## src/rtl/i2c_eng_pkg.sv

```systemverilog
package i2c_eng_pkg;

    localparam int REG_W  = 8;
    localparam int ADDR_W = 4;

    localparam logic [3:0] OPC_START     = 4'd1;
    localparam logic [3:0] OPC_RESTART   = 4'd2;
    localparam logic [3:0] OPC_SEND      = 4'd3;
    localparam logic [3:0] OPC_RECV_ACK  = 4'd6;
    localparam logic [3:0] OPC_RECV_NACK = 4'd7;
    localparam logic [3:0] OPC_STOP      = 4'd10;

    localparam logic [ADDR_W-1:0] OFS_CTRL    = 4'h0;
    localparam logic [ADDR_W-1:0] OFS_CTIME   = 4'h1;
    localparam logic [ADDR_W-1:0] OFS_CMD     = 4'h2;
    localparam logic [ADDR_W-1:0] OFS_DATA    = 4'h3;
    localparam logic [ADDR_W-1:0] OFS_FLAGCLR = 4'h8;
    localparam logic [ADDR_W-1:0] OFS_IEN     = 4'hA;

    typedef enum logic [1:0] {
        CST_NORMAL = 2'd0,
        CST_ACK    = 2'd1,
        CST_NACK   = 2'd2,
        CST_ABORT  = 2'd3
    } cstat_t;

    typedef enum logic [2:0] {
        SEQ_IDLE,
        SEQ_COND_ON,
        SEQ_COND_OFF,
        SEQ_SHIFT,
        SEQ_FINISH
    } seq_t;

endpackage

```

## src/rtl/i2c_eng_tick.sv

```systemverilog
module i2c_eng_tick #(
    parameter int CT_W  = 8,
    parameter int STEPS = 16
) (
    input  logic            clk,
    input  logic            rst_n,
    input  logic            en,
    input  logic [CT_W-1:0] ctime,
    output logic            tick
);
    localparam int STEP_W = (STEPS > 1) ? $clog2(STEPS) : 1;
    localparam logic [STEP_W-1:0] STEP_LAST = STEP_W'(STEPS - 1);

    logic [CT_W-1:0]   fine_q;
    logic [STEP_W-1:0] step_q;
    logic              fine_end;

    assign fine_end = (fine_q == ctime);

    always_ff @(posedge clk or negedge rst_n) begin
        if (!rst_n) begin
            fine_q <= '0;
            step_q <= '0;
        end else if (!en) begin
            fine_q <= '0;
            step_q <= '0;
        end else if (fine_end) begin
            fine_q <= '0;
            step_q <= (step_q == STEP_LAST) ? '0 : step_q + 1'b1;
        end else begin
            fine_q <= fine_q + 1'b1;
        end
    end

    assign tick = en && fine_end && (step_q == STEP_LAST);

endmodule

```

## src/rtl/i2c_eng_seq.sv

```systemverilog
module i2c_eng_seq
    import i2c_eng_pkg::*;
(
    input  logic       clk,
    input  logic       rst_n,
    input  logic       clr,
    input  logic       launch,
    input  logic [3:0] op,
    input  logic [7:0] tx_byte,
    input  logic       tick,
    input  logic       scl_in,
    input  logic       sda_in,
    output logic       busy,
    output logic       done,
    output cstat_t     status,
    output logic [7:0] rx_byte,
    output logic       scl_low,
    output logic       sda_low
);
    localparam logic [3:0] BIT_ACK = 4'd8;

    seq_t       st_q;
    logic [1:0] ph_q;
    logic [3:0] bit_q;
    logic [7:0] sh_q;
    logic       rd_q;
    logic       ackl_q;
    logic       sess_q;
    cstat_t     stat_q;
    logic [7:0] rx_q;
    logic       bit_low;

    // state register process
    always_ff @(posedge clk or negedge rst_n) begin
        if (!rst_n) begin
            st_q <= SEQ_IDLE; ph_q <= '0; bit_q <= '0; sh_q <= '0;
            rd_q <= 1'b0; ackl_q <= 1'b0; sess_q <= 1'b0;
            stat_q <= CST_NORMAL; rx_q <= '0;
        end else if (clr) begin
            st_q <= SEQ_IDLE; ph_q <= '0; bit_q <= '0;
            sess_q <= 1'b0;
        end else begin
            unique case (st_q)
                SEQ_IDLE: if (launch) begin
                    ph_q   <= '0;
                    bit_q  <= '0;
                    stat_q <= CST_NORMAL;
                    if (op == OPC_START || op == OPC_RESTART) begin
                        st_q <= SEQ_COND_ON;
                    end else if (op == OPC_STOP) begin
                        st_q <= SEQ_COND_OFF;
                    end else if (sess_q && op == OPC_SEND) begin
                        st_q <= SEQ_SHIFT; sh_q <= tx_byte; rd_q <= 1'b0;
                    end else if (sess_q && (op == OPC_RECV_ACK || op == OPC_RECV_NACK)) begin
                        st_q <= SEQ_SHIFT; rd_q <= 1'b1;
                        ackl_q <= (op == OPC_RECV_ACK);
                    end else begin
                        st_q <= SEQ_FINISH; stat_q <= CST_ABORT;
                    end
                end
                SEQ_COND_ON: if (tick) begin
                    ph_q <= ph_q + 2'd1;
                    if (ph_q == 2'd3) begin st_q <= SEQ_FINISH; sess_q <= 1'b1; end
                end
                SEQ_COND_OFF: if (tick) begin
                    ph_q <= ph_q + 2'd1;
                    if (ph_q == 2'd3) begin st_q <= SEQ_FINISH; sess_q <= 1'b0; end
                end
                SEQ_SHIFT: if (tick) begin
                    if (!(ph_q == 2'd1 && !scl_in)) ph_q <= ph_q + 2'd1;
                    if (ph_q == 2'd2) begin
                        if (bit_q == BIT_ACK) begin
                            if (!rd_q) stat_q <= sda_in ? CST_NACK : CST_ACK;
                        end else if (rd_q) begin
                            sh_q <= {sh_q[6:0], sda_in};
                        end
                    end
                    if (ph_q == 2'd3) begin
                        if (bit_q == BIT_ACK) begin
                            st_q <= SEQ_FINISH;
                            if (rd_q) rx_q <= sh_q;
                        end else begin
                            bit_q <= bit_q + 4'd1;
                            if (!rd_q) sh_q <= {sh_q[6:0], 1'b0};
                        end
                    end
                end
                SEQ_FINISH: st_q <= SEQ_IDLE;
                default:    st_q <= SEQ_IDLE;
            endcase
        end
    end

    // output process
    always_comb begin
        bit_low = rd_q ? (bit_q == BIT_ACK && ackl_q) : (bit_q != BIT_ACK && !sh_q[7]);
        scl_low = 1'b0;
        sda_low = 1'b0;
        unique case (st_q)
            SEQ_IDLE, SEQ_FINISH: scl_low = sess_q;
            SEQ_COND_ON: unique case (ph_q)
                2'd0:    scl_low = sess_q;
                2'd1:    ;
                2'd2:    sda_low = 1'b1;
                default: begin scl_low = 1'b1; sda_low = 1'b1; end
            endcase
            SEQ_COND_OFF: unique case (ph_q)
                2'd0:    begin scl_low = 1'b1; sda_low = 1'b1; end
                2'd1:    sda_low = 1'b1;
                default: ;
            endcase
            SEQ_SHIFT: begin
                scl_low = (ph_q == 2'd0) || (ph_q == 2'd3);
                sda_low = bit_low;
            end
            default: ;
        endcase
    end

    assign busy    = (st_q != SEQ_IDLE);
    assign done    = (st_q == SEQ_FINISH);
    assign status  = stat_q;
    assign rx_byte = rx_q;

    a_r3_done_clears_busy: assert property (@(posedge clk) disable iff (!rst_n)
        done |=> !busy);

    a_r6_sda_steady: assert property (@(posedge clk) disable iff (!rst_n || clr)
        (st_q == SEQ_SHIFT && !scl_low && $past(st_q == SEQ_SHIFT) && $past(!scl_low))
        |-> $stable(sda_low));

endmodule

```

## src/rtl/i2c_byte_engine.sv

```systemverilog
module i2c_byte_engine
    import i2c_eng_pkg::*;
#(
    parameter int PHASE_STEPS = 16
) (
    input  logic              clk,
    input  logic              rst_n,
    input  logic              reg_we,
    input  logic [ADDR_W-1:0] reg_waddr,
    input  logic [REG_W-1:0]  reg_wdata,
    input  logic [ADDR_W-1:0] reg_raddr,
    output logic [REG_W-1:0]  reg_rdata,
    output logic              irq,
    output logic              scl_oe,
    input  logic              scl_in,
    output logic              sda_oe,
    input  logic              sda_in
);
    localparam int CT_W = REG_W;

    logic            ctl_rst_q;
    logic [CT_W-1:0] ctime_q;
    logic [3:0]      op_q;
    logic [7:0]      tx_q;
    logic            ien_q;
    logic            flag_q;

    logic   go_wr, launch, clr_wr, tick;
    logic   seq_busy, seq_done;
    cstat_t seq_stat;
    logic [7:0] seq_rx;

    assign go_wr  = reg_we && (reg_waddr == OFS_CMD) && reg_wdata[7];
    assign launch = go_wr && !seq_busy && !ctl_rst_q;
    assign clr_wr = reg_we && (reg_waddr == OFS_FLAGCLR) && reg_wdata[0];

    always_ff @(posedge clk or negedge rst_n) begin
        if (!rst_n) begin
            ctl_rst_q <= 1'b0; ctime_q <= '0; op_q <= '0;
            tx_q <= '0; ien_q <= 1'b0; flag_q <= 1'b0;
        end else begin
            if (reg_we && reg_waddr == OFS_CTRL)  ctl_rst_q <= reg_wdata[0];
            if (reg_we && reg_waddr == OFS_CTIME) ctime_q   <= reg_wdata;
            if (reg_we && reg_waddr == OFS_DATA)  tx_q      <= reg_wdata;
            if (reg_we && reg_waddr == OFS_IEN)   ien_q     <= reg_wdata[0];
            if (launch)                           op_q      <= reg_wdata[3:0];
            if (seq_done)    flag_q <= 1'b1;
            else if (clr_wr) flag_q <= 1'b0;
        end
    end

    always_comb begin
        case (reg_raddr)
            OFS_CTRL:    reg_rdata = {7'd0, ctl_rst_q};
            OFS_CTIME:   reg_rdata = ctime_q;
            OFS_CMD:     reg_rdata = {seq_busy, seq_stat, 1'b0, op_q};
            OFS_DATA:    reg_rdata = seq_rx;
            OFS_FLAGCLR: reg_rdata = {7'd0, flag_q};
            OFS_IEN:     reg_rdata = {7'd0, ien_q};
            default:     reg_rdata = '0;
        endcase
    end

    assign irq = flag_q & ien_q;

    i2c_eng_tick #(.CT_W(CT_W), .STEPS(PHASE_STEPS)) u_tick (
        .clk(clk), .rst_n(rst_n), .en(seq_busy), .ctime(ctime_q), .tick(tick)
    );

    i2c_eng_seq u_seq (
        .clk(clk), .rst_n(rst_n), .clr(ctl_rst_q), .launch(launch),
        .op(reg_wdata[3:0]), .tx_byte(tx_q), .tick(tick),
        .scl_in(scl_in), .sda_in(sda_in), .busy(seq_busy), .done(seq_done),
        .status(seq_stat), .rx_byte(seq_rx), .scl_low(scl_oe), .sda_low(sda_oe)
    );

    a_r2_lreset_idle: assert property (@(posedge clk) disable iff (!rst_n)
        ctl_rst_q |=> (!seq_busy && !scl_oe && !sda_oe));

    a_r4_go_ignored: assert property (@(posedge clk) disable iff (!rst_n || ctl_rst_q)
        (seq_busy && !seq_done && go_wr) |=> (seq_busy && $stable(op_q)));

    a_r11_set_wins: assert property (@(posedge clk) disable iff (!rst_n)
        seq_done |=> flag_q);

    a_r3_launch_busy: assert property (@(posedge clk) disable iff (!rst_n)
        launch |=> seq_busy);

endmodule

```

## config.mk

```make
export PLATFORM = sky130hd
export DESIGN_NAME = i2c_byte_engine
export DESIGN_NICKNAME = d
export VERILOG_FILES = /design/src/rtl/i2c_eng_pkg.sv /design/src/rtl/i2c_eng_tick.sv /design/src/rtl/i2c_eng_seq.sv /design/src/rtl/i2c_byte_engine.sv
export SDC_FILE = /design/constraint.sdc
export NUM_CORES = 1
export LEC_CHECK = 0
export ABC_AREA = 1
export BUFFER_PORTS_ARGS = -buffer_cell sky130_fd_sc_hd__buf_2
export CORE_MARGIN = 4
export CORE_UTILIZATION = 50
export CTS_CLUSTER_SIZE = 10
export DETAILED_ROUTE_END_ITERATION = 8
export GPL_TIMING_DRIVEN = 0
export PLACE_DENSITY_LB_ADDON = 0.12
export SYNTH_ARGS = -nofsm -noshare
export SYNTH_HDL_FRONTEND = slang
export SYNTH_HIERARCHICAL = 1
export SYNTH_SLANG_ARGS = --single-unit
```

## constraint.sdc

```tcl
create_clock -name clk -period 4.3 [get_ports clk]
set_input_delay 0.215 -clock clk [delete_from_list [all_inputs] [get_ports clk]]
set_output_delay 0.215 -clock clk [all_outputs]
set_load 0.01 [all_outputs]
```

# --- Yosys cells after proc, flatten, opt, wreduce, memory -nomap -nowiden ---
# Cells that the tools add are included.
word_totals:
  reg_bits: 65
  out_inout_bits: 11
op_classes:
  bitwise: 5
  n_mux: 70
  n_reduce_logical: 48
  addsub: 4
  n_eq_ne: 48
op_table:
  columns: ["cell", "n"]
  rows:
  - ["8-bit 2-to-1 mux", 13]
  - ["8-bit case mux with 6 select lines", 1]
  - ["3-bit 2-to-1 mux", 11]
  - ["4-bit 2-to-1 mux", 8]
  - ["2-bit 2-to-1 mux", 15]
  - ["4-bit == test, second input constant", 7]
  - ["4-bit by 2-bit == test with 1-bit output, second input constant", 6]
  - ["7-bit AND reduction", 3]
  - ["3-bit != test, second input constant", 6]
  - ["6-bit AND reduction", 3]
  - ["1-bit logical AND", 17]
  - ["8-bit case mux with 2 select lines", 1]
  - ["5-bit AND reduction", 3]
  - ["1-bit 2-to-1 mux", 13]
  - ["4-bit by 1-bit == test with 1-bit output, second input constant", 3]
  - ["3-bit by 2-bit != test with 1-bit output, second input constant", 4]
  - ["2-bit != test, second input constant", 5]
  - ["3-bit case mux with 3 select lines", 1]
  - ["3-bit nonzero test", 3]
  - ["4-bit by 1-bit adder with 4-bit output, second input constant", 2]
  - ["8-bit by 1-bit adder with 8-bit output, second input constant", 1]
  - ["4-bit by 3-bit == test with 1-bit output, second input constant", 2]
  - ["8-bit == test", 1]
  - ["4-bit zero test", 2]
  - ["24 further kinds", 44]

# --- Longest topological paths before layout ---
# Gate-level depths: netlist (run 1).
logic_depth:
  word_depth: 10
  ltp_mapped: 16
  depth_no_buf: 15

# --- Hierarchy ---
# The synthesis (run 1) kept the hierarchy.
modules_own_cells:
  columns: ["mod", "seq_area_each_um2", "area_each_um2", "instances", "cells_per_inst"]
  rows:
  - ["i2c_eng_seq", 750.7, 1944.4, 1, 288]
  - ["i2c_byte_engine", 575.6, 1323.8, 1, 170]
  - ["i2c_eng_tick", 300.3, 829.5, 1, 108]

# --- Worst setup path after synthesis (run 1) ---
# OpenSTA, ideal clock, no wires.
synth_path:
  kind: "reg-to-reg"
  from: "register u_seq.st_q[1]"
  to: "register u_seq.sh_q[0]"
  path_slack_ps: 2296
  n_path_buf: 1
  arrival_ps: 1883
  required_time_ps: 4180
  setup_ps: 120
  stages_incl_launch_ff: 14
  path_cell_list: "dfrtp_1 nor2_1 nand2_2 nor3_4 nand2_2 inv_1 inv_1 nand3_1 nand2_1 inv_1 nand3_4 buf_6 o21ai_1 nand2_1"
synth_between:
  elab_chain_cells: 6
  word_cells_on_any_way: 16
  cone_classes: "6 x eq/ne; 1 x mux; 9 x reduce/logical"
synth_lines:
  columns: ["element", "line_no", "text"]
  rows:
  - ["from (decl)", "i2c_eng_seq.sv:22", "seq_t st_q;"]
  - ["from (signal assigned)", "i2c_eng_seq.sv:36", "st_q <= SEQ_IDLE; ph_q <= '0; bit_q <= '0; sh_q <= '0;"]
  - ["from (signal assigned)", "i2c_eng_seq.sv:40", "st_q <= SEQ_IDLE; ph_q <= '0; bit_q <= '0;"]
  - ["from (signal assigned)", "i2c_eng_seq.sv:49", "st_q <= SEQ_COND_ON;"]
  - ["3-bit nonzero test", "i2c_eng_seq.sv:120", "assign busy = (st_q != SEQ_IDLE);"]
  - ["net seq_busy", "i2c_byte_engine.sv:29", "logic seq_busy, seq_done;"]
  - ["1-bit zero test", null, null]
  - ["1-bit logical AND (2 in series)", "i2c_byte_engine.sv:34", "assign launch = go_wr && !seq_busy && !ctl_rst_q;"]
  - ["net launch", "i2c_byte_engine.sv:28", "logic go_wr, launch, clr_wr, tick;"]
  - ["2-bit != test (no line)", null, null]
  - ["7-bit AND reduction (no line)", null, null]
  - ["to (signal assigned)", "i2c_eng_seq.sv:75", "sh_q <= {sh_q[6:0], sda_in};"]
  - ["to (signal assigned)", "i2c_eng_seq.sv:84", "if (!rd_q) sh_q <= {sh_q[6:0], 1'b0};"]
  - ["to (decl)", "i2c_eng_seq.sv:25", "logic [7:0] sh_q;"]
# The timed path passes the listed nets, and every way through them passes these cells.
# A chain may end at the register's enable or synchronous reset.

# --- Final worst setup path (run 1) ---
layout_path:
  from: "register u_seq.st_q[1]"
  to: "register u_seq.rx_q[5], in the netlist u_seq/rx_byte[5]"
layout_between:
  elab_chain_cells: 4
  word_cells_on_any_way: 5
  cone_classes: "1 x eq/ne; 4 x reduce/logical"
layout_lines:
  columns: ["element", "line_no", "text"]
  rows:
  - ["3-bit nonzero test", "i2c_eng_seq.sv:120", null]
  - ["net seq_busy", "i2c_byte_engine.sv:29", null]
  - ["1-bit logical AND (2 in series)", "i2c_eng_tick.sv:35", "assign tick = en && fine_end && (step_q == STEP_LAST);"]
  - ["net tick", "i2c_byte_engine.sv:28", null]
  - ["6-bit AND reduction (no line)", null, null]
  - ["to (signal assigned)", "i2c_eng_seq.sv:81", "if (rd_q) rx_q <= sh_q;"]
  - ["to (decl)", "i2c_eng_seq.sv:30", "logic [7:0] rx_q;"]
# The timed path passes the listed nets, and every way through them passes these cells.

==> results.tsv, run 1 <==
stage	metric	value	unit
timing	Worst slew margin	43.9	%
synth	EDFF count, synth	0	
synth	yosys synthesis warning count	6	
timing	final setup margin	1.76	ns
hold_path	hold-critical path depth	3	
detailed_routing	number of vias per cell	5.09	
cts	Clock Sinks	65	
synth	XOR/XNOR share of the synthesized area	1.71	%
final_layout	layout cells sized above 1	16.9	%
synth	Cell Area, Synth	4100	µm²
pwr	power per standard cell area	466	nW/µm²
worst_setup_path	Worst Path Arrival	2.77	ns
final_layout	register area	1630	µm²
global_routing	first-pass GRT wire length	16400	µm
global_routing	busiest grt layer	met2	
timing	period utilization	59.1	%
global_routing	total global-route track usage	20.9	%
synth	share of the yosys chip area belonging to registers	39.7	%
final_layout	area occupied by multi-input gates	2060	µm²
floorplan	CORE AREA	7850	µm²
detailed_routing	vias	3641	
cts	CTS buffer count	9	
cts	hold_buf cts	1	
synth	cells after synthesis	566	
placement	placed cells	699	
detailed_routing	final antenna-violating net count	0	
worst_setup_path	Crit Path Class	register to register	
synth	Post-Synth Adder-Cell Area	2.44	%
placement	HPWL after DPL	7330	µm
hold_path	Worst Hold Class	input pin to register	
timing	Final Max Slew Viols	0	
floorplan	Die Area	9710	µm²
synth	post-synth top area cell	dfrtp_1	
global_routing	pin count of the biggest net entering global routing	66	
floorplan	die extent in x	98.5	µm
synth	Syn Nets	595	
synth	top-count cell post-synth	nand2_1	
synth	synth top area cells	dfrtp_1, nand2_1, inv_1, nand3_1, nor2_1	
synth	post-synthesis mux area share	0	%
placement	pre-CTS setup slack	1.77	ns
cts	Clock Pin Slew Worst Setup and Hold Paths	0.07	ns
global_routing	global-route track usage on met2	35.3	%
global_routing	Overflow after GRT	0	
synth	top cell type's share of synthesized area	39.7	%
synth	complex-gate fraction of the synthesized area	7.15	%
placement	gpl congestion	0.894	
synth	Main synth FF type	dfrtp_1	
synth	#FFs+latches synth	65	
cts	htree depth	3	
cts	root buffer cell	clkbuf_8	
global_routing	number of global-route vias before repair	3576	
synth	Post-Syn Area per Cell	7.24	µm²
placement	DP Area	4380	µm²
run_status	status	completed	
cts	CTS tree	built	
global_routing	met3 Use GR	3.75	%
timing	Final Hold Fails	0	
synth	largest family of logic cells by synthesized area	simple AND/OR/NAND/NOR gates	
placement	Port Buffers	31	
synth	synth unique cells	33	
worst_setup_path	Worst R2R Path Depth	11	
worst_setup_path	Max Fanout on Critical Path	10	
detailed_routing	wire length per cell	13.5	µm
pwr	VDD IR max	0.000286	V
pwr	leakage	0.00243	µW
cts	worst-skew pair later-pin latency	0.34	ns
final_layout	Final #Nets	638	
timing	Final TNS setup	0	ns
detailed_routing	DR iter-0 viols	136	
final_layout	Filler Cell Count	756	
detailed_routing	First-pass DRT Iterations	4	
final_layout	# diodes	0	
floorplan	io pins	32	
cts	post-cts resize count	0	
global_routing	grt met1 use	26.3	%
detailed_routing	DRC Markers	0	
timing	Slew @ Worst Pin	0.842	ns
timing	FMAX	393	MHz
final_layout	Finished Layout Cells	716	
global_routing	initial antenna violation count	0	
worst_setup_path	Worst setup EP type	register	
worst_setup_path	Data required, critical path	4.52	ns
floorplan	num rows	32	
final_layout	Post-Layout Inst Area	4580	µm²
worst_setup_path	CP Launch Type	register	
detailed_routing	final wirelength	9630	µm
synth	post-synthesis simple-gate area fraction	39.1	%
cts	Setup Buffers After CTS	0	
final_layout	Area Overhead vs Synth	11.8	%
floorplan	Initial Util	52.2	%
cts	Max clock buf depth	2	
floorplan	Die H	98.5	µm
timing	setup skew after layout	0.0129	ns
timing	Final setup viols	0	
timing	minimum clock period	2.54	ns
timing	unrepaired setup endpoints after global routing	no	
synth	top cells by instance count after synthesis	nand2_1, inv_1, dfrtp_1, nand3_1, nor2_1	
synth	Post-synth ARST share	100	%
flow_run	max_cap viols	0	
worst_setup_path	Worst R2R Setup Slack	1.76	ns
stage by stage:
| stage | utilization [%] | power (µW) | hold WS [ns] |
|---|---|---|---|
| 2_1_floorplan | - | 1420 | -0.0806 |
| 3_3_place_gp | 55.8 | 1610 | 0.456 |
| 3_5_place_dp | 55.9 | 1630 | 0.373 |
| 4_1_cts | 58.4 | 2150 | 0.125 |
| 5_1_grt | 58.4 | 2310 | 0.148 |
| 6_report | 58.4 | 2130 | 0.138 |
final timing paths:
kind / from / to
worst max-delay path: u_seq/st_q[1] / u_seq/rx_byte[5]
worst min-delay path: reg_wdata[6] / tx_q[6]
worst max register to register: u_seq/st_q[1] / u_seq/rx_byte[5]
worst min register to register: op_q[3] / op_q[3]
max in group asynchronous: rst_n / u_seq/bit_q[0]
min in group asynchronous: rst_n / u_tick/fine_q[1]
area by class of cell:
class | instances | share of cell area (%)
buffer | 7 | 1.34
clock buffer | 13 | 3.25
clock inverter | 3 | 0.874
inverter | 92 | 7.56
multi-input combinational | 402 | 45.0
sequential | 65 | 35.5
tap | 102 | 2.79
timing repair buffer | 32 | 3.66
worst max-delay path: stages, from the launching register on:
cell,delay [ns]
dfrtp_1,0.46
nor2_1,0.14
nand2_2,0.22
buf_4,0.24
nand3_1,0.09
nor2_1,0.36
nand2_1,0.18
nor3_1,0.24
nand2_2,0.16
buf_2,0.21
nand2_1,0.07
o21ai_1,0.05
sequential cells by signal, indices dropped and copies added, names as in the netlist, 2 cells and up:
name and count:
tx_q 8, op_q 4, u_seq/bit_q 4, u_seq/rx_byte 8
ctime_q 8, u_seq/st_q 3, u_seq/sh_q 8, u_seq/status 2
u_seq/ph_q 2, u_tick/fine_q 8, u_tick/step_q 4
power breakdown:
| part | internal (µW) | switching [µW] |
|---|---|---|
| sequential | 733 | 90.3 |
| clock | 283 | 229 |
| combinational | 255 | 545 |
| total | 1270 | 864 |
layout by cell type (no fill, tap or decap), types with 4 or more instances in the layout:
master / netlist / layout
nand2_1: 176 / 176
o21ai_1: 10 / 10
nand3_1: 59 / 59
buf_4: 3 / 4
dfrtp_1: 65 / 65
xnor2_1: 4 / 4
inv_2: 5 / 5
buf_2: 1 / 31
nor2_4: 5 / 5
a21oi_1: 10 / 10
ha_1: 8 / 8
nand2_2: 9 / 9
nor2_2: 12 / 12
o21ai_2: 8 / 8
nand4_1: 18 / 18
o21ai_0: 17 / 17
inv_1: 85 / 85
xor2_1: 4 / 4
nor2_1: 41 / 41
clkbuf_8: 0 / 10
nand3_2: 4 / 4
metal layers:
layer / up-vias / share of wire [%]
li1: 1874 / -
met1: 1679 / 44
met2: 66 / 49
met3: 22 / 3.8
met4: 0 / 2.4
met5: - / 0
kinds of logic after synthesis:
logic type               Yosys count
flip-flops                        65
AND/OR/NAND/NOR                  336
XOR/XNOR                           8
buffers and inverters             99
AO/OA/AOI/OAI                     50
adder cells (fa/ha/maj)            8
(Power assumes the default switching activity.)
==> inputs of run 2 (changes only) <==
==> constraint.sdc (replaced) <==
create_clock -name clk -period 2 [get_ports clk]
set_input_delay 0.1 -clock clk [delete_from_list [all_inputs] [get_ports clk]]
set_output_delay 0.1 -clock clk [all_outputs]
set_load 0.01 [all_outputs]
==> run 2 against run 1 <==
Compared with the run above: fmax is 28% higher; clock skew decreased by 0.0029 ns; global-route usage increased by 0.67 points; cell area is 10% higher; utilization is 5.9 points higher; register-to-register slack worse by 1.7 ns; clock-buffer cell count is the same; die area unchanged; worst hold slack worse by 0.10 ns; power is 140% higher.
==> results.tsv, run 2 (synthesized netlist as in run 1, its figures left out) <==
stage	metric	value	unit	change
run_status	status	completed		
final_layout	Post-Layout Inst Area	5040	µm²	+10%
detailed_routing	wire length per cell	13.8	µm	+2.7%
global_routing	grt met1 use	25.9	%	-0.39 points
timing	period utilization	99.0	%	+40 points
detailed_routing	vias	3869		+6.3%
worst_setup_path	Worst R2R Setup Slack	0.02	ns	-1.74 ns
timing	minimum clock period	1.98	ns	-0.562 ns
worst_setup_path	Worst setup EP type	register		
timing	Slew @ Worst Pin	0.848	ns	+0.00586 ns
floorplan	Die H	98.5	µm	unchanged
floorplan	io pins	32		unchanged
detailed_routing	First-pass DRT Iterations	4		unchanged
detailed_routing	final antenna-violating net count	0		unchanged
floorplan	die extent in x	98.5	µm	unchanged
placement	HPWL after DPL	7290	µm	-0.47%
cts	root buffer cell	clkbuf_8		
final_layout	most frequent cells in the layout	nand2_1, inv_1, dfrtp_1, nand3_1, buf_4		
timing	Final Hold Fails	0		unchanged
worst_setup_path	Worst Path Arrival	2.19	ns	-0.58 ns
worst_setup_path	Crit Path Class	register to register		
timing	FMAX	505	MHz	+28%
placement	DP Area	4390	µm²	about the same
pwr	VDD IR max	0.000547	V	+91%
final_layout	Filler Cell Count	720		-4.8%
worst_setup_path	Max Fanout on Critical Path	8		-2
pwr	leakage	0.00263	µW	+8.3%
worst_setup_path	Worst R2R Path Depth	14		+3
global_routing	busiest grt layer	met2		
detailed_routing	final wirelength	10300	µm	+7.4%
placement	placed cells	699		unchanged
floorplan	Initial Util	52.2	%	unchanged
global_routing	met3 Use GR	4.10	%	+0.35 points
timing	Worst slew margin	43.5	%	-0.39 points
cts	Max clock buf depth	2		unchanged
timing	unrepaired setup endpoints after global routing	yes		
global_routing	pin count of the biggest net entering global routing	66		unchanged
timing	setup skew after layout	0.0100	ns	-0.00291 ns
worst_setup_path	crit path from	ctime_q[7]		
cts	Clock Pin Slew Worst Setup and Hold Paths	0.07	ns	about the same
hold_path	Worst Hold Class	input pin to register		
detailed_routing	DRC Markers	0		unchanged
hold_path	Hold Path Origin	reg_wdata[4]		
global_routing	initial antenna violation count	0		unchanged
worst_setup_path	Reg2Reg Capture Point	u_seq/bit_q[1]		
floorplan	Die Area	9710	µm²	unchanged
cts	CTS buffer count	9		unchanged
floorplan	CORE AREA	7850	µm²	unchanged
detailed_routing	DR iter-0 viols	185		+36%
timing	Final Max Slew Viols	0		unchanged
global_routing	number of global-route vias before repair	3775		+5.6%
worst_setup_path	Data required, critical path	2.21	ns	-2.31 ns
final_layout	Final Core Density	64.3	%	+5.9 points
cts	worst-skew pair later-pin latency	0.34	ns	about the same
global_routing	total global-route track usage	21.5	%	+0.67 points
placement	gpl congestion	0.889		-0.54%
final_layout	most common cell after layout, fill and taps aside	nand2_1		
global_routing	Overflow after GRT	0		unchanged
cts	Clock Sinks	65		unchanged
detailed_routing	number of vias per cell	5.17		+1.6%
hold_path	Hold Path End	tx_q[4]		
final_layout	Area Overhead vs Synth	23.1	%	
worst_setup_path	CP Launch Type	register		
final_layout	Final #Nets	671		+5.2%
cts	CTS tree	built		
timing	hold slack	0.0344	ns	-0.103 ns
cts	htree depth	3		unchanged
final_layout	Finished Layout Cells	749		+4.6%
worst_setup_path	FF-to-FF Start	ctime_q[7]		
final_layout	layout cells sized above 1	27.0	%	+10 points
timing	Final setup viols	0		unchanged
global_routing	first-pass GRT wire length	17000	µm	+3.9%
hold_path	hold-critical path depth	3		unchanged
placement	Port Buffers	31		unchanged
floorplan	num rows	32		unchanged
pwr	power per standard cell area	1020	nW/µm²	+120%
global_routing	global-route track usage on met2	38.9	%	+3.7 points
flow_run	max_cap viols	0		unchanged
final_layout	# diodes	0		unchanged
-- run 2: cell count changes in the layout (fill, tap and decap cells not counted), moves of 5 or more --
| cell | change |
|---|---|
| inv_1 | -6 |
| o21ai_0 | -5 |
| nand2_1 | -8 |
| buf_4 | +30 |
| nor2_4 | +9 |
| nor2_1 | -9 |
| nand2_2 | +5 |
| inv_2 | +5 |
-- run 2: worst max-delay path by stage --
| stage | endpoint | slack, ns | cells past startpoint |
|---|---|---|---|
| 4_1_cts | u_seq/sh_q[7] | 0.005 | 14 |
| 2_1_floorplan | u_seq/sh_q[0] | 0.05 | 13 |
| 3_3_place_gp | u_seq/rx_byte[5] | -0.48 | 11 |
| 3_5_place_dp | u_seq/rx_byte[5] | -0.50 | 11 |
| 5_1_grt | u_seq/bit_q[1] | -0.10 | 14 |
| 6_report | u_seq/bit_q[1] | 0.02 | 14 |
-- run 2: per-layer routing --
| layer | routed length, µm | vias to the layer above |
|---|---|---|
| met5 | 0 | - |
| met4 | 119 | 0 |
| met3 | 357 | 14 |
| met2 | 5420 | 77 |
| met1 | 4450 | 1837 |
| li1 | - | 1941 |
-- run 2: what timing repair did --
action	CTS	global route
hold endpoints to repair	65	0
hold buffers	1	0
pin swaps	9	15
resized for setup	19	43
buffers inserted	15	18
setup endpoints to repair	28	28
gates cloned	0	1
-- run 2: area by class of cell --
type	count	area (µm²)	share of cell area (%)
multi-input combinational	402	2240	44.3
sequential	65	1630	32.3
timing repair buffer	66	440	8.73
inverter	92	349	6.92
clock buffer	13	149	2.95
tap	102	128	2.53
buffer	6	71.3	1.41
clock inverter	3	40.0	0.794
-- run 2: metrics by stage --
| step | total power (µW) | worst slack (ns) | TNS [ns] |
|---|---|---|---|
| 3_5_place_dp | 3520 | -0.501 | -10.46 |
| 4_1_cts | 4810 | 0.00485 | 0 |
| 3_3_place_gp | 3460 | -0.484 | -9.86 |
| 6_report | 5160 | 0.0196 | 0 |
| 5_1_grt | 5520 | -0.100 | -1.07 |
| 2_1_floorplan | 3060 | 0.0540 | 0 |
-- run 2: report_power, final --
group	internal, µW	switching [µW]
clock network	608	508
logic	869	1410
registers	1580	186
total	3060	2110
-- run 2: critical path, cell delays in order (launching register included) --
cell and delay [ns]:
dfrtp_1 0.42, inv_1 0.07, nand2_1 0.05, nand2_1 0.10, nand2_2 0.10, nor2_4 0.13
nand3_2 0.10, nor2_4 0.18, inv_2 0.06, nand2_2 0.08, nand2_4 0.07, nand2_1 0.20
nand3_4 0.14, nand2_1 0.08, o21ai_0 0.08
==> inputs of run 3 (changes only) <==
--- a/config.mk
+++ b/config.mk
@@ -15,5 +15,4 @@
 export PLACE_DENSITY_LB_ADDON = 0.12
 export SYNTH_ARGS = -nofsm -noshare
 export SYNTH_HDL_FRONTEND = slang
-export SYNTH_HIERARCHICAL = 1
 export SYNTH_SLANG_ARGS = --single-unit
==> run 3 against run 2 <==
Compared with the run above: flip-flop and latch count is the same; non-clock buffer count shrank 19; sequential power is essentially flat; largest power group is now registers; largest cell class unchanged; first-iteration DRC count grew 5.4%; critical endpoint is now u_seq.sh_q[3]; cell area shrank 11%; critical path type unchanged.
==> results.tsv, run 3 <==
stage	metric	value	unit	change
worst_setup_path	CP Launch Type	register		
synth	top cells by instance count after synthesis	nand2_1, inv_1, dfrtp_1, o21ai_0, nor2_1		
pwr	Power Total	4050	µW	-22%
placement	gpl congestion	0.886		-0.34%
detailed_routing	First-pass DRT Iterations	5		+1
pwr	VDD IR max	0.000433	V	-21%
timing	FMAX	531	MHz	+5.1%
cts	root buffer cell	clkbuf_8		
synth	Cell Area, Synth	3880	µm²	-5.2%
worst_setup_path	largest delay contributor family on the critical path	simple AND/OR/NAND/NOR gates		
run_status	status	completed		
synth	EDFF count, synth	0		unchanged
placement	HPWL after DPL	7270	µm	-0.30%
final_layout	layout cells sized above 1	15.9	%	-11 points
detailed_routing	final wirelength	9890	µm	-4.4%
global_routing	first-pass GRT wire length	16400	µm	-3.7%
final_layout	Post-Layout Inst Area	4510	µm²	-11%
synth	yosys synthesis warning count	0		-6
timing	Final Hold Fails	0		unchanged
cts	worst-skew pair later-pin latency	0.35	ns	about the same
cts	CTS tree	built		
floorplan	Die Area	9240	µm²	-4.8%
detailed_routing	number of vias per cell	5.27		+1.9%
synth	post-synth top area cell	dfrtp_1		
synth	synth top area cells	dfrtp_1, nand2_1, inv_1, o21ai_0, nor2_1		
synth	synth unique cells	40		+21%
cts	Clock Pin Slew Worst Setup and Hold Paths	0.08	ns	about the same
global_routing	Overflow after GRT	0		unchanged
final_layout	Area Overhead vs Synth	16.1	%	
synth	#FFs+latches synth	65		unchanged
global_routing	pin count of the biggest net entering global routing	66		unchanged
detailed_routing	final antenna-violating net count	0		unchanged
detailed_routing	vias	3660		-5.4%
cts	Clock Sinks	65		unchanged
worst_setup_path	crit-path cells	nor2_4 > nand2_4 > nor3_4 > nand3_4 > nand2_2 > o21ai_2 > a21oi_4 > nand2_4 > nand2_1 > nand2_1		
flow_run	max_cap viols	0		unchanged
worst_setup_path	Critical-path top delay cell	dfrtp_2		
timing	Final TNS setup	0	ns	unchanged
final_layout	# diodes	0		unchanged
floorplan	CORE AREA	7410	µm²	-5.6%
timing	setup skew after layout	0.0112	ns	+0.00115 ns
synth	Syn Nets	563		-5.4%
worst_setup_path	Worst R2R Setup Slack	0.12	ns	+0.10 ns
detailed_routing	wire length per cell	14.2	µm	+3.1%
floorplan	Initial Util	52.4	%	+0.21 points
final_layout	Filler Cell Count	698		-3.1%
timing	minimum clock period	1.88	ns	-0.0962 ns
floorplan	io pins	32		unchanged
worst_setup_path	Data required, critical path	2.25	ns	+0.04 ns
worst_setup_path	slowest stage delay, CP	0.45	ns	+0.03 ns
final_layout	most frequent cells in the layout	nand2_1, inv_1, dfrtp_1, o21ai_0, nor2_1		
timing	unrepaired setup endpoints after global routing	no		
synth	top-count cell post-synth	nand2_1		
floorplan	Die H	96.1	µm	-2.4%
floorplan	num rows	31		-3.1%
synth	top cell type's share of synthesized area	41.9	%	+2.2 points
worst_setup_path	Max Fanout on Critical Path	10		+2
synth	Post-Syn Area per Cell	7.27	µm²	+0.46%
global_routing	initial antenna violation count	0		unchanged
hold_path	Hold Path End	tx_q[6]		
global_routing	total global-route track usage	23.3	%	+1.8 points
detailed_routing	DR iter-0 viols	195		+5.4%
global_routing	number of global-route vias before repair	3392		-10%
synth	Post-synth ARST share	100	%	unchanged
timing	Slew @ Worst Pin	0.846	ns	-0.00124 ns
detailed_routing	DRC Markers	0		unchanged
hold_path	Hold Path Origin	reg_wdata[6]		
pwr	power per standard cell area	899	nW/µm²	-12%
timing	period utilization	94.2	%	-4.8 points
worst_setup_path	Worst setup EP type	register		
worst_setup_path	Reg2Reg Capture Point	u_seq.sh_q[3]		
synth	Main synth FF type	dfrtp_1		
worst_setup_path	Buffers & Inverters on Critical Path	0		-2
timing	hold slack	0.0133	ns	-0.0211 ns
worst_setup_path	FF-to-FF Start	u_seq.st_q[1]		
cts	Max clock buf depth	2		unchanged
hold_path	hold-critical path depth	3		unchanged
hold_path	Worst Hold Class	input pin to register		
floorplan	die extent in x	96.1	µm	-2.4%
timing	Final Max Slew Viols	0		unchanged
synth	cells after synthesis	534		-5.7%
worst_setup_path	Crit Path Class	register to register		
placement	DP Area	4170	µm²	-5.0%
cts	htree depth	3		unchanged
cts	CTS buffer count	9		unchanged
timing	Worst slew margin	43.6	%	+0.082 points
timing	Final setup viols	0		unchanged
worst_setup_path	Worst Path Arrival	2.13	ns	-0.06 ns
final_layout	most common cell after layout, fill and taps aside	nand2_1		
pwr	leakage	0.00235	µW	-11%
worst_setup_path	Worst R2R Path Depth	10		-4
synth	share of the yosys chip area belonging to registers	41.9	%	+2.2 points
placement	Port Buffers	31		unchanged
final_layout	Final #Nets	620		-7.6%
run 3: changes by cell type after synthesis, sizes merged, moves of 6 or more:
cell,delta
a21oi,+9
inv,+6
nand2,-28
nand3,-39
nand4,-10
nor2,-19
o21ai,+20
o221ai,+6
run 3: final cells by class:
class	count	area, µm²	area share (%)
multi-input combinational	363	1880	41.7
sequential	65	1630	36.1
inverter	99	378	8.38
timing repair buffer	46	278	6.16
clock buffer	9	124	2.75
tap	99	124	2.75
clock inverter	7	53.8	1.19
buffer	7	42.5	0.944
run 3: what timing repair did:
action                                 in CTS  in global routing
gates resized for setup                     3                 14
cloned                                      0                  0
setup buffers                               0                 12
pin swaps                                   0                  3
setup endpoints to repair                   1                 30
hold buffers                                3                  0
endpoints found under the hold margin      67                  0
run 3: logic make-up (layout without fill, tap and decap cells):
| logic type | count (synthesis) | in the layout | synth area share [%] |
|---|---|---|---|
| buffers and inverters | 106 | 168 | 10.5 |
| adders and majority gates | 8 | 8 | 2.58 |
| and+or+nand+nor | 250 | 250 | 28.7 |
| DFF | 65 | 65 | 41.9 |
| AOI/OAI and AO/OA | 101 | 101 | 15.4 |
| xor gates and xnor gates | 4 | 4 | 0.902 |
run 3: worst max-delay path by stage:
stage                                start         endpoint  slack (ns)  depth (start not counted)
final                        u_seq.st_q[1]    u_seq.sh_q[3]        0.12                         10
after global placement    u_tick.step_q[0]  u_seq.status[1]        0.07                          9
after detailed placement  u_tick.step_q[0]  u_seq.status[1]        0.03                          9
after CTS                 u_tick.step_q[0]  u_seq.status[1]       0.006                          9
after floorplan             u_seq.bit_q[0]    u_seq.sh_q[7]        0.34                         11
after global routing         u_seq.st_q[1]    u_seq.sh_q[3]       0.002                         10
run 3: worst register-to-register path: stages, from the launching register on:
cell and delay, ns:
dfrtp_2 0.45, nor2_4 0.18, nand2_4 0.15, nor3_4 0.18
nand3_4 0.15, nand2_2 0.10, o21ai_2 0.06, a21oi_4 0.25
nand2_4 0.13, nand2_1 0.09, nand2_1 0.05
run 3: stage by stage:
stage	setup slack [ns]	cells	util, %
2_1_floorplan	0.343	534	-
3_3_place_gp	0.0672	664	56.2
3_5_place_dp	0.0258	664	56.2
4_1_cts	0.00594	683	59.1
5_1_grt	0.00199	695	60.9
6_report	0.116	695	60.9
run 3: power breakdown:
part | leakage, µW | internal, µW | switching, µW
Combinational | 0.00142 | 425 | 829
Sequential | 0.000843 | 1540 | 226
Clock | 0.0000822 | 457 | 575
run 3: metal layers:
| layer | vias up | part of all wire, % | GRT usage, % |
|---|---|---|---|
| met5 | - | 0 | 0 |
| met1 | 1707 | 46 | 32.7 |
| li1 | 1826 | - | - |
| met3 | 11 | 5.7 | 3.60 |
| met4 | 0 | 1.4 | 7.58 |
| met2 | 116 | 46 | 36.7 |
